[src/rtl/smem_seq.sv]
module smem_seq #(
  parameter int NCS       = 6,
  parameter int CSW       = 3,
  parameter int AW        = 16,
  parameter int DW        = 16,
  parameter int PAGE_BITS = 4,
  parameter int CNTW      = 9
) (
  input  logic              clk,
  input  logic              rst_n,
  input  logic              req_valid,
  output logic              req_ready,
  input  logic              req_write,
  input  logic [CSW-1:0]    req_cs,
  input  logic [AW-1:0]     req_addr,
  input  logic [DW-1:0]     req_wdata,
  output logic              rsp_valid,
  output logic [DW-1:0]     rsp_rdata,
  input  logic [NCS*32-1:0] slow_cfg,
  input  logic [NCS*32-1:0] fast_cfg,
  output logic [NCS-1:0]    mem_cs_n,
  output logic              mem_oe_n,
  output logic              mem_we_n,
  output logic              mem_adv_n,
  output logic [AW-1:0]     mem_addr,
  output logic [DW-1:0]     mem_dout,
  output logic              mem_dout_en,
  input  logic [DW-1:0]     mem_din
);
  localparam int PW = AW - PAGE_BITS;
  localparam logic [CNTW-1:0] ONE = CNTW'(1);

  typedef enum logic [2:0] {
    S_IDLE, S_RCV, S_ADV, S_AHLD, S_PRE, S_LAT, S_STB, S_WHLD
  } st_t;

  st_t st, nst;
  logic [CNTW-1:0] cnt, ncnt;
  logic [CNTW-1:0] plen [8];

  logic            w_q, first_q, rcv_q;
  logic [CSW-1:0]  cs_q;
  logic [AW-1:0]   addr_q;
  logic [DW-1:0]   wdata_q;
  logic [31:0]     slow_q, fast_q;

  logic            last_rd, pg_ok;
  logic [CSW-1:0]  last_cs;
  logic [PW-1:0]   last_pg;

  logic            cs_ok, accept, req_first, req_rcv, nbus, strobe_end;
  logic            f_w, f_first, f_rcv;
  logic [CSW-1:0]  f_cs;
  logic [AW-1:0]   f_addr;
  logic [DW-1:0]   f_wdata;
  logic [31:0]     f_slow, f_fast;

  assign req_ready = (st == S_IDLE);
  assign cs_ok     = int'({1'b0, req_cs}) < NCS;
  assign accept    = req_valid && req_ready && cs_ok;
  assign req_first = !pg_ok || (req_cs != last_cs) || (req_addr[AW-1:PAGE_BITS] != last_pg);
  assign req_rcv   = last_rd && ((req_cs != last_cs) || req_write);

  assign f_w     = accept ? req_write : w_q;
  assign f_cs    = accept ? req_cs : cs_q;
  assign f_addr  = accept ? req_addr : addr_q;
  assign f_wdata = accept ? req_wdata : wdata_q;
  assign f_slow  = accept ? slow_cfg[32'(req_cs)*32 +: 32] : slow_q;
  assign f_fast  = accept ? fast_cfg[32'(req_cs)*32 +: 32] : fast_q;
  assign f_first = accept ? req_first : first_q;
  assign f_rcv   = accept ? req_rcv : rcv_q;

  always_comb begin
    plen[S_IDLE] = '0;
    plen[S_RCV]  = f_rcv ? CNTW'(f_slow[31:28]) + ONE : '0;
    plen[S_ADV]  = ONE;
    plen[S_AHLD] = CNTW'(f_fast[5]);
    plen[S_PRE]  = f_w ? '0 : CNTW'(f_fast[27:24]) + CNTW'(f_fast[17:16]);
    plen[S_LAT]  = f_first ? CNTW'(f_w ? f_slow[23:16] : f_slow[15:8]) : '0;
    plen[S_STB]  = CNTW'(f_w ? f_slow[7:4] : f_slow[3:0]) + ONE;
    plen[S_WHLD] = !f_w ? '0 : (f_slow[27:24] == 4'd0 ? ONE : CNTW'(f_slow[27:24]));
  end

  always_comb begin
    int   base;
    logic scan, found;
    nst   = st;
    ncnt  = cnt;
    base  = 0;
    scan  = 1'b0;
    found = 1'b0;
    if (st == S_IDLE) scan = accept;
    else if (cnt != '0) ncnt = cnt - ONE;
    else begin
      scan = 1'b1;
      base = int'(st);
    end
    if (scan) begin
      nst  = S_IDLE;
      ncnt = '0;
      for (int k = 1; k < 8; k++) begin
        if (!found && k > base && plen[k] != '0) begin
          nst   = st_t'(3'(k));
          ncnt  = plen[k] - ONE;
          found = 1'b1;
        end
      end
    end
  end

  assign nbus       = (nst != S_IDLE) && (nst != S_RCV);
  assign strobe_end = (st == S_STB) && (cnt == '0) && !w_q;

  always_ff @(posedge clk or negedge rst_n) begin
    if (!rst_n) begin
      st          <= S_IDLE;
      cnt         <= '0;
      w_q         <= 1'b0;
      first_q     <= 1'b0;
      rcv_q       <= 1'b0;
      cs_q        <= '0;
      addr_q      <= '0;
      wdata_q     <= '0;
      slow_q      <= '0;
      fast_q      <= '0;
      last_rd     <= 1'b0;
      pg_ok       <= 1'b0;
      last_cs     <= '0;
      last_pg     <= '0;
      mem_cs_n    <= '1;
      mem_oe_n    <= 1'b1;
      mem_we_n    <= 1'b1;
      mem_adv_n   <= 1'b1;
      mem_addr    <= '0;
      mem_dout    <= '0;
      mem_dout_en <= 1'b0;
      rsp_valid   <= 1'b0;
      rsp_rdata   <= '0;
    end else begin
      st  <= nst;
      cnt <= ncnt;
      if (accept) begin
        w_q     <= req_write;
        cs_q    <= req_cs;
        addr_q  <= req_addr;
        wdata_q <= req_wdata;
        slow_q  <= f_slow;
        fast_q  <= f_fast;
        first_q <= req_first;
        rcv_q   <= req_rcv;
        last_rd <= !req_write;
        last_cs <= req_cs;
        last_pg <= req_addr[AW-1:PAGE_BITS];
        pg_ok   <= 1'b1;
      end
      mem_cs_n    <= nbus ? ~(NCS'(1) << f_cs) : '1;
      mem_adv_n   <= (nst != S_ADV);
      mem_oe_n    <= !((nst == S_STB) && !f_w);
      mem_we_n    <= !((nst == S_STB) && f_w);
      mem_addr    <= (nst == S_ADV || nst == S_AHLD) ? f_addr : '0;
      mem_dout_en <= f_w && (nst == S_STB || nst == S_WHLD);
      mem_dout    <= f_wdata;
      rsp_valid   <= strobe_end;
      if (strobe_end) rsp_rdata <= mem_din;
    end
  end
endmodule

[config.mk]
export PLATFORM = sky130hd
export DESIGN_NAME = smem_seq
export DESIGN_NICKNAME = d
export VERILOG_FILES = /design/src/rtl/smem_seq.sv
export SDC_FILE = /design/constraint.sdc
export NUM_CORES = 1
export LEC_CHECK = 0
export ABC_AREA = 1
export ABC_CLOCK_PERIOD_IN_PS = 5400
export BUFFER_PORTS_ARGS = -buffer_cell sky130_fd_sc_hd__buf_4
export CELL_PAD_IN_SITES_DETAIL_PLACEMENT = 0
export CELL_PAD_IN_SITES_GLOBAL_PLACEMENT = 1
export CORE_AREA = 2 2 194 196
export DETAILED_ROUTE_END_ITERATION = 8
export DIE_AREA = 0 0 196 198
export PLACE_DENSITY_LB_ADDON = 0.12
export SYNTH_ARGS = -nofsm -noshare
export SYNTH_HDL_FRONTEND = slang
export SYNTH_SLANG_ARGS = --single-unit
[constraint.sdc]
create_clock -name clk -period 5.4 [get_ports clk]
set_input_delay 1.08 -clock clk [delete_from_list [all_inputs] [get_ports clk]]
set_output_delay 1.08 -clock clk [all_outputs]
set_load 0.005 [all_outputs]
==> key figures <==
Clocking
  • Clock transition at the registers of the reported paths: 0.07 ns
  • Post-CTS Setup Inserts: 0
  • Clock root cell: clkbuf_16
  • CTS Buf Count: 17
  • Worst-skew pair later-pin latency: 0.44 ns
  • PostCTS Resize Cnt: 0
  • Clock buffer depth: 2
  • CTS tree: built
  • Hold Buf Count CTS: 0
  • Num Clock Sinks: 149
  • Clock H-tree levels: 4

Die
  • Initial Util: 0.272
  • Die Y: 198 um
  • Core area: 37,000 um2
  • I/O pins: 499
  • Die area: 38,800 um2
  • Die Wd: 196 um
  • # rows: 71

Timing
  • Period utilization: 0.832
  • RSZ-0062 raised after global routing: no
  • Hold Fails Final Rpt: 0
  • Worst Clk Skew: 0.0125 ns
  • Final TNS setup: 0 ns
  • Final setup fails: 0
  • Slew headroom: 0.233
  • Max Slew Vio Count: 0
  • Minimum clock period: 4.49 ns
  • Slew @ Worst Pin: 1.14 ns
  • Fmax: 0.223 GHz

Synthesis
  • Synth area leader: dfrtp_1
  • Synthesis Warnings: 0
  • Synth area leaders: dfrtp_1, nand2_1, nor2_1, o21ai_0, inv_1
  • Yosys top cell area share: 0.349
  • Syn Std Cell Area: 10,000 um2
  • Cells after Synth: 1,499
  • Sequential element share of the synthesized area: 0.372
  • Post-synthesis cell type count: 52
  • Flops & latches, synth: 149
  • Syn nets: 1,952
  • Mean post-synth cell area: 6.70 um2

Critical path
  • Worst setup path endpoint: mem_addr[2]$_DFF_PN0_
  • Worst-path maximum fanout: 19
  • Worst reg2reg path endpoint: mem_addr[2]$_DFF_PN0_
  • Worst EP arrival: 4.81 ns
  • Reg2reg start: st[1]$_DFF_PN0_
  • Crit. End Element: flip-flop
  • Critical Path Start: req_cs[1]
  • Worst reg2reg setup slack: 1.29 ns
  • Req. time, crit path: 5.71 ns
  • Crit Path Category: input port to flip-flop
  • Kind of start point of the critical path: input port
  • R2R cell count: 19

Power
  • VDD IR max: 0.000195 V
  • Pwr dens: 460 nW/um2
  • Leakage: 7.03 nW

Place
  • Port buffer count: 348
  • Post-DP HPWL: 30.3 mm
  • Final RePlAce weighted congestion: 0.819

Run status
  • Status: finished, final reports clean

GRT
  • Vias in the first global route: 10,500
  • Antenna violations before repair: 2
  • Pin count of the biggest net entering global routing: 96
  • First-pass GRT wire length: 60.9 mm
  • Total track usage: 0.207
  • GR Overflow Total: 0

Drt
  • Initial DRC Count: 494
  • DRC violations left: 0
  • Vias per cell: 4.54
  • WL per Instance: 17.3 um
  • Final wirelength: 39.8 mm
  • DRT antenna net count: 0
  • 1st-pass router iterations: 5
  • Via count: 10,400

Finish
  • Commonest non-fill, non-tap cell in the layout: nand2_1
  • P&R area growth vs syn: 35.3%
  • Most frequent cells in the layout: nand2_1, buf_4, nor2_1, dfrtp_1, inv_1
  • Filler instances: 4,087
  • Register area: 3740 um2
  • Fin util: 0.368
  • Area of the multi-input gates: 5340 um2
  • Layout net count: 2,267
  • Layout cell share with drive strength beyond 1: 0.262

Min path
  • Hold Crit Class: flip-flop to flip-flop

Job
  • Max-cap viol count: 0
[flip-flops by register name, summed over array words and instances (netlist names), 3 cells and up]
register   flops
wdata_q       16
rsp_rdata     16
last_cs        3
mem_cs_n       6
addr_q        16
cnt            9
st             3
mem_addr      16
last_pg       12
fast_q         7
cs_q           3
slow_q        32
[metal layers]
layer	vias to the layer above	track usage	wire, um
met3	28	0.0610	2970
met4	2	0.0415	455
met5	-	0	13
li1	5332	-	-
met2	319	0.335	17800
met1	4763	0.274	18500
[critical path, cell delays in order]
cell       delay [ns]
buf_4            0.22
nand2_2          0.17
nand4_4          0.30
inv_4            0.23
o2111ai_1        0.19
nand2_1          0.11
ha_1             0.17
inv_1            0.06
fa_1             0.47
or2_2            0.11
ha_1             0.19
nand2_2          0.10
o21bai_4         0.19
nand3_2          0.12
a21oi_4          0.27
nand2_2          0.13
nand2_1          0.14
o21bai_4         0.11
nand2_4          0.34
nor2_1           0.10
[worst min path at each step]
stage                      startpoint                 to  cells after the start
floorplan           pg_ok$_DFFE_PN0N_  pg_ok$_DFFE_PN0N_                      2
global placement    pg_ok$_DFFE_PN0N_  pg_ok$_DFFE_PN0N_                      2
detailed placement  pg_ok$_DFFE_PN0N_  pg_ok$_DFFE_PN0N_                      2
CTS                 pg_ok$_DFFE_PN0N_  pg_ok$_DFFE_PN0N_                      2
global route        pg_ok$_DFFE_PN0N_  pg_ok$_DFFE_PN0N_                      2
finish              pg_ok$_DFFE_PN0N_  pg_ok$_DFFE_PN0N_                      2
[kinds of logic after synthesis]
group / after synthesis / share of synthesized area
AO/OA/AOI/OAI: 212 / 0.120
adder cells (fa/ha/maj): 14 / 0.0182
flip-flops: 149 / 0.372
AND/OR/NAND/NOR: 889 / 0.378
buffers and inverters: 217 / 0.0958
XOR/XNOR: 18 / 0.0157
[through the flow]
stage	cells	setup WS, ns	area [um2]	hold slack [ns]	total power [mW]
6_report	2302	0.907	13600	0.455	6.25
5_1_grt	2301	0.530	13600	0.484	6.87
4_1_cts	2301	0.839	13600	0.462	6.34
3_5_place_dp	2269	0.396	13000	0.445	5.15
3_3_place_gp	2269	0.446	13000	0.439	5.13
2_1_floorplan	1499	0.242	10000	0.422	4.08
[where the power goes]
group	switching [mW]	total (mW)	internal (mW)
registers	0.198	1.79	1.59
clock network	0.532	1.14	0.612
logic	2.03	3.32	1.29
total	2.76	6.25	3.49
[cell type report]
cell class / instances / share of cell area
clock inverters: 14 / 0.00866
repair buffers: 368 / 0.206
inverters: 145 / 0.0408
flip-flops and latches: 149 / 0.275
diodes: 1 / 0.000184
well taps: 474 / 0.0437
clock buffers: 18 / 0.0323
multi-input cells: 1133 / 0.393
[cells in the mapped netlist (all sizes together)]
library cell	n
nand2	442
nor2	280
inv	143
dfrtp	140
o21ai	127
nand3	82
buf	48
a21oi	46
or2	30
nor3	26
clkbuf	24
and2	13
ha	13
nand4	12
xnor2	10
dfstp	9
o21bai	9
o22ai	8
xor2	8
a21boi	7
o211ai	7
o21a	3
a22oi	2
clkinv	2
nand3b	2
a221oi	1
a31oi	1
and3	1
fa	1
nand2b	1
o2111ai	1
No activity file was read; power rests on OpenSTA's default activity.
